`config.mk`:
```
export PLATFORM = sky130hd
export DESIGN_NAME = mac_ctl_top
export DESIGN_NICKNAME = d
export VERILOG_FILES = /design/src/rtl/mac_ctl_pkg.sv /design/src/rtl/mac_ctl_cmd.sv /design/src/rtl/mac_ctl_timer.sv /design/src/rtl/mac_ctl_fsm.sv /design/src/rtl/mac_ctl_top.sv
export SDC_FILE = /design/constraint.sdc
export NUM_CORES = 1
export LEC_CHECK = 0
export BUFFER_PORTS_ARGS = -buffer_cell sky130_fd_sc_hd__buf_2
export CAP_MARGIN = 0
export CORE_AREA = 5 5 42 44
export CTS_BUF_LIST = sky130_fd_sc_hd__clkbuf_4
export DETAILED_ROUTE_END_ITERATION = 16
export DIE_AREA = 0 0 47 49
export GPL_TIMING_DRIVEN = 0
export PLACE_DENSITY = 0.51
export SKIP_LAST_GASP = 1
export SLEW_MARGIN = 25
export SYNTH_ARGS = -nofsm -noshare
export SYNTH_HDL_FRONTEND = slang
export SYNTH_SLANG_ARGS = --single-unit
```
`constraint.sdc`:
```
create_clock -name clk -period 2 [get_ports clk]
set_clock_uncertainty 0.15 [all_clocks]
set_input_delay 0.1 -clock clk [delete_from_list [all_inputs] [get_ports clk]]
set_output_delay 0.1 -clock clk [all_outputs]
set_load 0.01 [all_outputs]
```
`src/rtl/mac_ctl_pkg.sv`:
```
package mac_ctl_pkg;
    localparam int BIT_EN  = 0;
    localparam int BIT_DIS = 1;
    localparam int BIT_RST = 2;
    localparam int BIT_PHY = 3;
    localparam int MIN_W   = 4;

    typedef enum logic [1:0] {
        ST_OFF,
        ST_RUN,
        ST_DRAIN,
        ST_RESET
    } ctl_state_t;
endpackage

```
`src/rtl/mac_ctl_cmd.sv`:
```
module mac_ctl_cmd
    import mac_ctl_pkg::*;
#(
    parameter int REG_W = 4
) (
    input  logic             wr_en,
    input  logic [REG_W-1:0] wr_data,
    output logic             req_en,
    output logic             req_dis,
    output logic             req_rst,
    output logic             phy_we,
    output logic             phy_val
);
    // Reset outranks disable, and disable outranks enable.
    always_comb begin
        req_rst = wr_en & wr_data[BIT_RST];
        req_dis = wr_en & ~wr_data[BIT_RST] & wr_data[BIT_DIS];
        req_en  = wr_en & ~wr_data[BIT_RST] & ~wr_data[BIT_DIS] & wr_data[BIT_EN];
        phy_we  = wr_en & ~wr_data[BIT_RST];
        phy_val = wr_data[BIT_PHY];
    end
endmodule

```
`src/rtl/mac_ctl_timer.sv`:
```
module mac_ctl_timer #(
    parameter int RST_CYCLES = 8
) (
    input  logic clk,
    input  logic rst_n,
    input  logic start,
    input  logic run,
    output logic expired
);
    localparam int CW = (RST_CYCLES > 1) ? $clog2(RST_CYCLES) : 1;
    localparam logic [CW-1:0] LOAD = CW'(RST_CYCLES - 1);

    logic [CW-1:0] cnt;

    always_ff @(posedge clk or negedge rst_n) begin
        if (!rst_n)
            cnt <= '0;
        else if (start)
            cnt <= LOAD;
        else if (run && cnt != '0)
            cnt <= cnt - 1'b1;
    end

    assign expired = (cnt == '0);
endmodule

```
`src/rtl/mac_ctl_fsm.sv`:
```
module mac_ctl_fsm
    import mac_ctl_pkg::*;
(
    input  logic clk,
    input  logic rst_n,
    input  logic req_en,
    input  logic req_dis,
    input  logic req_rst,
    input  logic phy_we,
    input  logic phy_val,
    input  logic frame_idle,
    input  logic tmr_expired,
    output logic tmr_start,
    output logic tmr_run,
    output logic en_bit,
    output logic dis_bit,
    output logic rst_bit,
    output logic phy_bit
);
    ctl_state_t st, st_nx;

    always_comb begin
        st_nx = st;
        unique case (st)
            ST_OFF: begin
                if (req_rst)      st_nx = ST_RESET;
                else if (req_dis) st_nx = ST_DRAIN;
                else if (req_en)  st_nx = ST_RUN;
            end
            ST_RUN: begin
                if (req_rst)      st_nx = ST_RESET;
                else if (req_dis) st_nx = ST_DRAIN;
            end
            ST_DRAIN: begin
                if (req_rst)         st_nx = ST_RESET;
                else if (frame_idle) st_nx = ST_OFF;
            end
            ST_RESET: begin
                if (tmr_expired && frame_idle) st_nx = ST_OFF;
            end
            default: st_nx = ST_OFF;
        endcase
    end

    always_ff @(posedge clk or negedge rst_n) begin
        if (!rst_n) begin
            st      <= ST_OFF;
            phy_bit <= 1'b0;
        end else begin
            st <= st_nx;
            if (phy_we && st != ST_RESET)
                phy_bit <= phy_val;
        end
    end

    always_comb begin
        en_bit    = (st == ST_RUN);
        dis_bit   = (st == ST_DRAIN);
        rst_bit   = (st == ST_RESET);
        tmr_run   = (st == ST_RESET);
        tmr_start = (st != ST_RESET) && (st_nx == ST_RESET);
    end


    drain_wait_chk: assert property (@(posedge clk) disable iff (!rst_n)
        $fell(dis_bit) && !rst_bit |-> $past(frame_idle));


    reset_idle_chk: assert property (@(posedge clk) disable iff (!rst_n)
        $fell(rst_bit) |-> $past(frame_idle) && $past(tmr_expired));
endmodule

```
`src/rtl/mac_ctl_top.sv`:
```
module mac_ctl_top
    import mac_ctl_pkg::*;
#(
    parameter int REG_W      = 4,
    parameter int RST_CYCLES = 8
) (
    input  logic             clk,
    input  logic             rst_n,
    input  logic             wr_en,
    input  logic [REG_W-1:0] wr_data,
    input  logic             frame_idle,
    output logic [REG_W-1:0] rd_data,
    output logic             mac_en,
    output logic             mac_rst,
    output logic             phy_ext
);
    logic req_en, req_dis, req_rst, phy_we, phy_val;
    logic tmr_start, tmr_run, tmr_expired;
    logic en_bit, dis_bit, rst_bit, phy_bit;

    mac_ctl_cmd #(.REG_W(REG_W)) u_cmd (
        .wr_en   (wr_en),
        .wr_data (wr_data),
        .req_en  (req_en),
        .req_dis (req_dis),
        .req_rst (req_rst),
        .phy_we  (phy_we),
        .phy_val (phy_val)
    );

    mac_ctl_fsm u_fsm (
        .clk         (clk),
        .rst_n       (rst_n),
        .req_en      (req_en),
        .req_dis     (req_dis),
        .req_rst     (req_rst),
        .phy_we      (phy_we),
        .phy_val     (phy_val),
        .frame_idle  (frame_idle),
        .tmr_expired (tmr_expired),
        .tmr_start   (tmr_start),
        .tmr_run     (tmr_run),
        .en_bit      (en_bit),
        .dis_bit     (dis_bit),
        .rst_bit     (rst_bit),
        .phy_bit     (phy_bit)
    );

    mac_ctl_timer #(.RST_CYCLES(RST_CYCLES)) u_tmr (
        .clk     (clk),
        .rst_n   (rst_n),
        .start   (tmr_start),
        .run     (tmr_run),
        .expired (tmr_expired)
    );

    always_comb begin
        rd_data          = '0;
        rd_data[BIT_EN]  = en_bit;
        rd_data[BIT_DIS] = dis_bit;
        rd_data[BIT_RST] = rst_bit;
        rd_data[BIT_PHY] = phy_bit;
    end

    assign mac_en  = en_bit;
    assign mac_rst = rst_bit;
    assign phy_ext = phy_bit;

    // Independent count of how long each soft reset has lasted.
    logic [31:0] rst_len;
    always_ff @(posedge clk or negedge rst_n) begin
        if (!rst_n)
            rst_len <= '0;
        else if (mac_rst)
            rst_len <= rst_len + 1;
        else
            rst_len <= '0;
    end

    initial begin
        width_chk: assert (REG_W >= MIN_W);
    end


    reset_len_chk: assert property (@(posedge clk) disable iff (!rst_n)
        $fell(mac_rst) |-> $past(rst_len) >= RST_CYCLES - 1);


    status_excl_chk: assert property (@(posedge clk) disable iff (!rst_n)
        $onehot0(rd_data[BIT_RST:BIT_EN]));


    enable_source_chk: assert property (@(posedge clk) disable iff (!rst_n)
        $rose(mac_en) |-> !$past(rd_data[BIT_DIS]) && !$past(mac_rst));


    phy_hold_chk: assert property (@(posedge clk) disable iff (!rst_n)
        mac_rst && $past(mac_rst) |-> $stable(phy_ext));
endmodule

```
Word-level counts from Yosys, hierarchy flattened
Cells that the tools add are included.
{"block": "op_classes", "mux": 11, "add_sub_neg": 1, "n_bitwise": 7, "eq_ne": 5, "n_reduce_logical": 8}
{"op": "two-way mux 2 bit", "n": 8}
{"op": "one-hot mux 2 bit (4 select lines)", "n": 1}
{"op": "== test 2 bit (second input constant)", "n": 3}
{"op": "two-way mux 3 bit", "n": 2}
{"op": "AND 1 bit", "n": 5}
{"op": "logical AND 1 bit", "n": 4}
{"op": "logical NOT 3 bit", "n": 1}
{"op": "nonzero test 3 bit", "n": 1}
{"op": "subtractor 3 x 1 -> 3 bit (second input constant)", "n": 1}
{"op": "== test 2 x 1 -> 1 bit (second input constant)", "n": 1}
{"op": "logical NOT 2 bit", "n": 1}
{"op": "!= test 2 bit (second input constant)", "n": 1}
{"op": "NOT 1 bit", "n": 2}
{"op": "nonzero test 2 bit", "n": 1}
{"block": "totals", "reg_bits": 6, "output_inout_bits": 7, "inputBits": 8}

Logic depth before layout (Yosys ltp)
{"block": "depth", "depth_word": 11, "ltp_mapped": 6, "depth_no_buf": 6}

Modules after synthesis
Synthesis repeated with hierarchy kept, for this count alone.
{"block": "hier_totals", "hier_cells": 44, "area_unflattened_um2": 457.9}
{"module": "mac_ctl_fsm", "cells_each": 18, "n_inst": 1, "seq_area_each_um2": 75.1, "area_per_inst_um2": 197.7}
{"module": "mac_ctl_timer", "cells_each": 17, "n_inst": 1, "seq_area_each_um2": 75.1, "area_per_inst_um2": 183.9}
{"module": "mac_ctl_cmd", "cells_each": 5, "n_inst": 1, "seq_area_each_um2": 0.0, "area_per_inst_um2": 46.3}
{"module": "mac_ctl_top", "cells_each": 4, "n_inst": 1, "seq_area_each_um2": 0.0, "area_per_inst_um2": 30.0}

Least setup slack after synthesis
Ideal clock, no wire load.
{"block": "synth_timing", "kind": "reg2reg", "start": "reg u_tmr.cnt[0]", "end": "reg u_tmr.cnt[1]", "path_stages_with_launch": 7, "period_less_slack_ns": 1.393, "setup_ns": 0.087, "setup_slack_ns": 0.607, "path_buffers": 0, "arrival_time_ns": 1.156, "cell_sequence": "dfrtp_1 > inv_1 > ha_1 > and3b_1 > a21oi_1 > o221ai_2 > o211ai_1"}
{"block": "synth_between", "elab_chain_len": 7, "word_cells_on_any_way": 12}
{"element": "start: declaration", "line": "mac_ctl_timer.sv:13", "rtl": "logic [CW-1:0] cnt;"}
{"element": "start signal: assignment", "line": "mac_ctl_timer.sv:21", "rtl": "cnt <= cnt - 1'b1;"}
{"element": "logical NOT 3 bit", "line": "mac_ctl_timer.sv:24", "rtl": "assign expired = (cnt == '0);"}
{"element": "logical AND 1 bit", "line": "mac_ctl_fsm.sv:39", "rtl": "if (tmr_expired && frame_idle) st_nx = ST_OFF;"}
{"element": "two-way mux 2 bit", "line": "mac_ctl_fsm.sv:39"}
{"element": "one-hot mux 2 bit (4 select lines)", "line": "mac_ctl_fsm.sv:24", "rtl": "unique case (st)"}
{"element": "== test 2 bit", "line": "mac_ctl_fsm.sv:61", "rtl": "tmr_start = (st != ST_RESET) && (st_nx == ST_RESET);"}
{"element": "logical AND 1 bit", "line": "mac_ctl_fsm.sv:61"}
{"element": "two-way mux 3 bit or nonzero test 2 bit (tied branches)"}
Several ways; a longest one is shown, not always the timed one. The select of a mux whose other input is x is not followed.
A chain may end at the register's enable or synchronous reset.

Worst setup path in the final report
Same ends and word-level chain as after synthesis.

==> impl_metrics.py <==
metrics = {
    "status": {
        "status": "complete, no violations",
    },
    "yosys": {
        "syn_nets": 54,
        "synth_compound_area_share_pct": 14.2,
        "synth_fa_ha_area_share_pct": 6.17,
        "synth_commonest_cells": "dfrtp_1 (6), buf_4 (4), nand2_1 (4)",
        "synth.most_common_cell": "dfrtp_1",
        "synth_top_family_by_area": "simple AND/OR/NAND/NOR gates",
        "synthSimpleGateAreaFrac_pct": 26.5,
        "yosys.area.top_type": "dfrtp_1",
        "synth_top_area_share_pct": 37.0,
        "synthFlopType": "dfrtp_1",
        "netlist_instances": 44,
        "synthesis.area_um2": 405,
        "synth_xor_area_share_pct": 2.16,
        "synthArstFlopShare_pct": 100,
        "synth.area.mux_share_pct": 2.78,
        "synth-seq-area-share_pct": 37.0,
        "synth_edf_count": 0,
        "ys_types": 23,
        "syn_avg_cell_area_um2": 9.21,
        "yosys-top-cells-area": "dfrtp_1 (37%), buf_4 (7.4%), ha_1 (6.2%)",
        "yosysWarnings": 0,
        "yosys_register_bits": 6,
    },
    "route": {
        "drt_iter0_drc": 2,
        "wl_um": 824,
        "antenna_left": 0,
        "firstDrtPassIters": 4,
        "wl_per_cell_um": 10.4,
        "drc": 0,
        "via_count": 361,
        "vias_per_cell": 4.57,
    },
    "final_layout": {
        "seq_area_um2": 150,
        "design_area_um2": 538,
        "fin_nets": 75,
        "num_antenna_cells": 0,
        "postLayoutCoreUtil_pct": 38.4,
        "multi_input_area_um2": 210,
        "syn2layout_area_growth_pct": 32.7,
        "drive_above_1_share_pct": 41.3,
        "fillers": 155,
    },
    "sta": {
        "rsz0062_at_grt": "false",
        "max_clock_freq_ghz": 0.640,
        "setup_viol": 0,
        "finalMaxSlewViolations": 0,
        "period_needed_ps": 1560,
        "slew_headroom_pct": 75.1,
        "finalCritPeriodShare_pct": 78.1,
        "tns_ps": 0,
        "final_hold_viol_count": 0,
        "hold_slack_ps": 65.1,
        "tightest_slew_ps": 370,
    },
    "setup_path": {
        "ff2ff_path_depth": 6,
        "crit_fanout": 3,
        "worstSetupPathType": "reg -> reg",
        "r2r_slack_ps": 440,
        "cp-end-kind": "flip-flop",
        "cp.arrival_ps": 1570,
        "startpoint_type": "flip-flop",
        "crit_required_ps": 2000,
        "rr_startpoint": "u_tmr.cnt[0]$_DFFE_PN0P_",
        "rr_endpoint": "u_tmr.cnt[1]$_DFFE_PN0P_",
    },
    "die": {
        "fp.dieW_um": 47,
        "die_area_um2": 2300,
        "ios": 15,
        "rows": 14,
        "start_util_pct": 28.9,
        "die_h_um": 49,
        "core_region_area_um2": 1400,
    },
    "cts": {
        "clk_pin_slew_ps": 40,
        "cts_tree": "yes",
        "worstSkewPairLatency_ps": 240,
        "post_cts_buffers": 0,
        "cts_sinks": 6,
        "cts-root-buf": "clkbuf_4",
        "clock_path_buffers": 2,
        "cts.htree.levels": 1,
        "cts_buffers": 3,
    },
    "hold_path": {
        "worstHoldPathType": "in -> async",
    },
    "place": {
        "port_buffers": 14,
        "place_area_um2": 495,
        "hpwl_um": 677,
        "finalWeightedCongestion": 0.708,
    },
    "job": {
        "drv_cap": 0,
    },
    "global_routing": {
        "grt_antenna_before_repair": 0,
        "grt_overflow": 0,
        "grt_pass1_wl_mm": 1.37,
        "grt_max_degree": 8,
        "grt_pass1_vias": 333,
        "grt_usage_pct": 8.14,
    },
    "pwr": {
        "power_leakage_nw": 0.273,
        "ir_worst_vdd_v": 0.000562,
        "power_density_nw_per_um2": 1440,
    },
}
==> registers in the layout (all words and copies together), names as in the netlist <==
name	count
u_fsm.phy_bit	1
u_fsm.st	2
u_tmr.cnt	3
==> cell families (layout without fill, tap and decap cells) <==
family,count (synthesis),in the layout
and+or+nand+nor,18,18
AOI/OAI and AO/OA,8,8
buffers and inverters,8,27
DFF,6,6
adders and majority gates,2,2
xor gates and xnor gates,1,1
muxes,1,1
==> per-stage QoR <==
| stage | total power, mW | cells | setup slack (ps) |
|---|---|---|---|
| global route | 0.858 | 79 | 295 |
| detailed placement | 0.674 | 74 | 456 |
| finish | 0.777 | 79 | 438 |
| global placement | 0.669 | 74 | 471 |
| floorplan | 0.540 | 44 | 607 |
| CTS | 0.791 | 79 | 441 |
==> what timing repair did <==
item                                   in CTS  in global routing
resized for setup                           0                  0
hold buffers                                2                  0
setup endpoints to repair                   0                  0
endpoints found under the hold margin       7                  0
==> cell usage in the layout (no fill, tap or decap), types with 2 or more instances in the layout <==
cell type | Yosys | routed
nand2_2 | 2 | 2
dfrtp_1 | 6 | 6
buf_2 | 0 | 14
o21ai_0 | 2 | 2
inv_1 | 3 | 3
and2b_1 | 2 | 2
clkbuf_4 | 0 | 3
dlygate4sd3_1 | 0 | 2
nor2_1 | 2 | 2
buf_4 | 4 | 4
a21oi_1 | 2 | 2
nand2_1 | 4 | 4
o21a_1 | 2 | 2
ha_1 | 2 | 2
nor3b_1 | 2 | 2
==> final cells by class <==
class | instances | area share [%]
plain buffers | 4 | 5.58
clock buffers | 3 | 4.19
inverters | 4 | 2.79
multi-input cells | 30 | 39.1
flip-flops and latches | 6 | 27.9
well taps | 16 | 3.72
repair buffers | 16 | 16.7
==> report_power, final <==
part | internal, mW | switching (mW) | total, mW
clock | 0.0677 | 0.0407 | 0.108
sequential | 0.181 | 0.0534 | 0.234
combinational | 0.218 | 0.216 | 0.434
==> routing by layer <==
layer | GRT usage, % | vias to the layer above | routed length [um]
met1 | 11.2 | 165 | 391
met4 | 4.15 | 0 | 0
li1 | - | 186 | -
met3 | 2.58 | 0 | 77
met5 | 0 | - | 0
met2 | 11.1 | 10 | 355
==> worst max-delay path by stage <==
stage | slack (ps) | startpoint | end
floorplan | 610 | u_tmr.cnt[0]$_DFFE_PN0P_ | u_tmr.cnt[1]$_DFFE_PN0P_
global placement | 470 | u_tmr.cnt[0]$_DFFE_PN0P_ | u_tmr.cnt[0]$_DFFE_PN0P_
detailed placement | 460 | u_tmr.cnt[0]$_DFFE_PN0P_ | u_tmr.cnt[1]$_DFFE_PN0P_
CTS | 440 | u_tmr.cnt[0]$_DFFE_PN0P_ | u_tmr.cnt[1]$_DFFE_PN0P_
global route | 300 | u_tmr.cnt[0]$_DFFE_PN0P_ | u_tmr.cnt[1]$_DFFE_PN0P_
finish | 440 | u_tmr.cnt[0]$_DFFE_PN0P_ | u_tmr.cnt[1]$_DFFE_PN0P_
==> critical path, cell delays in order (launching register included) <==
cell	delay [ps]
dfrtp_1	330
inv_1	70
ha_1	230
and3b_1	200
a21oi_1	220
o221ai_2	170
o211ai_1	110
Note: power is estimated with default switching activity, not from simulation.
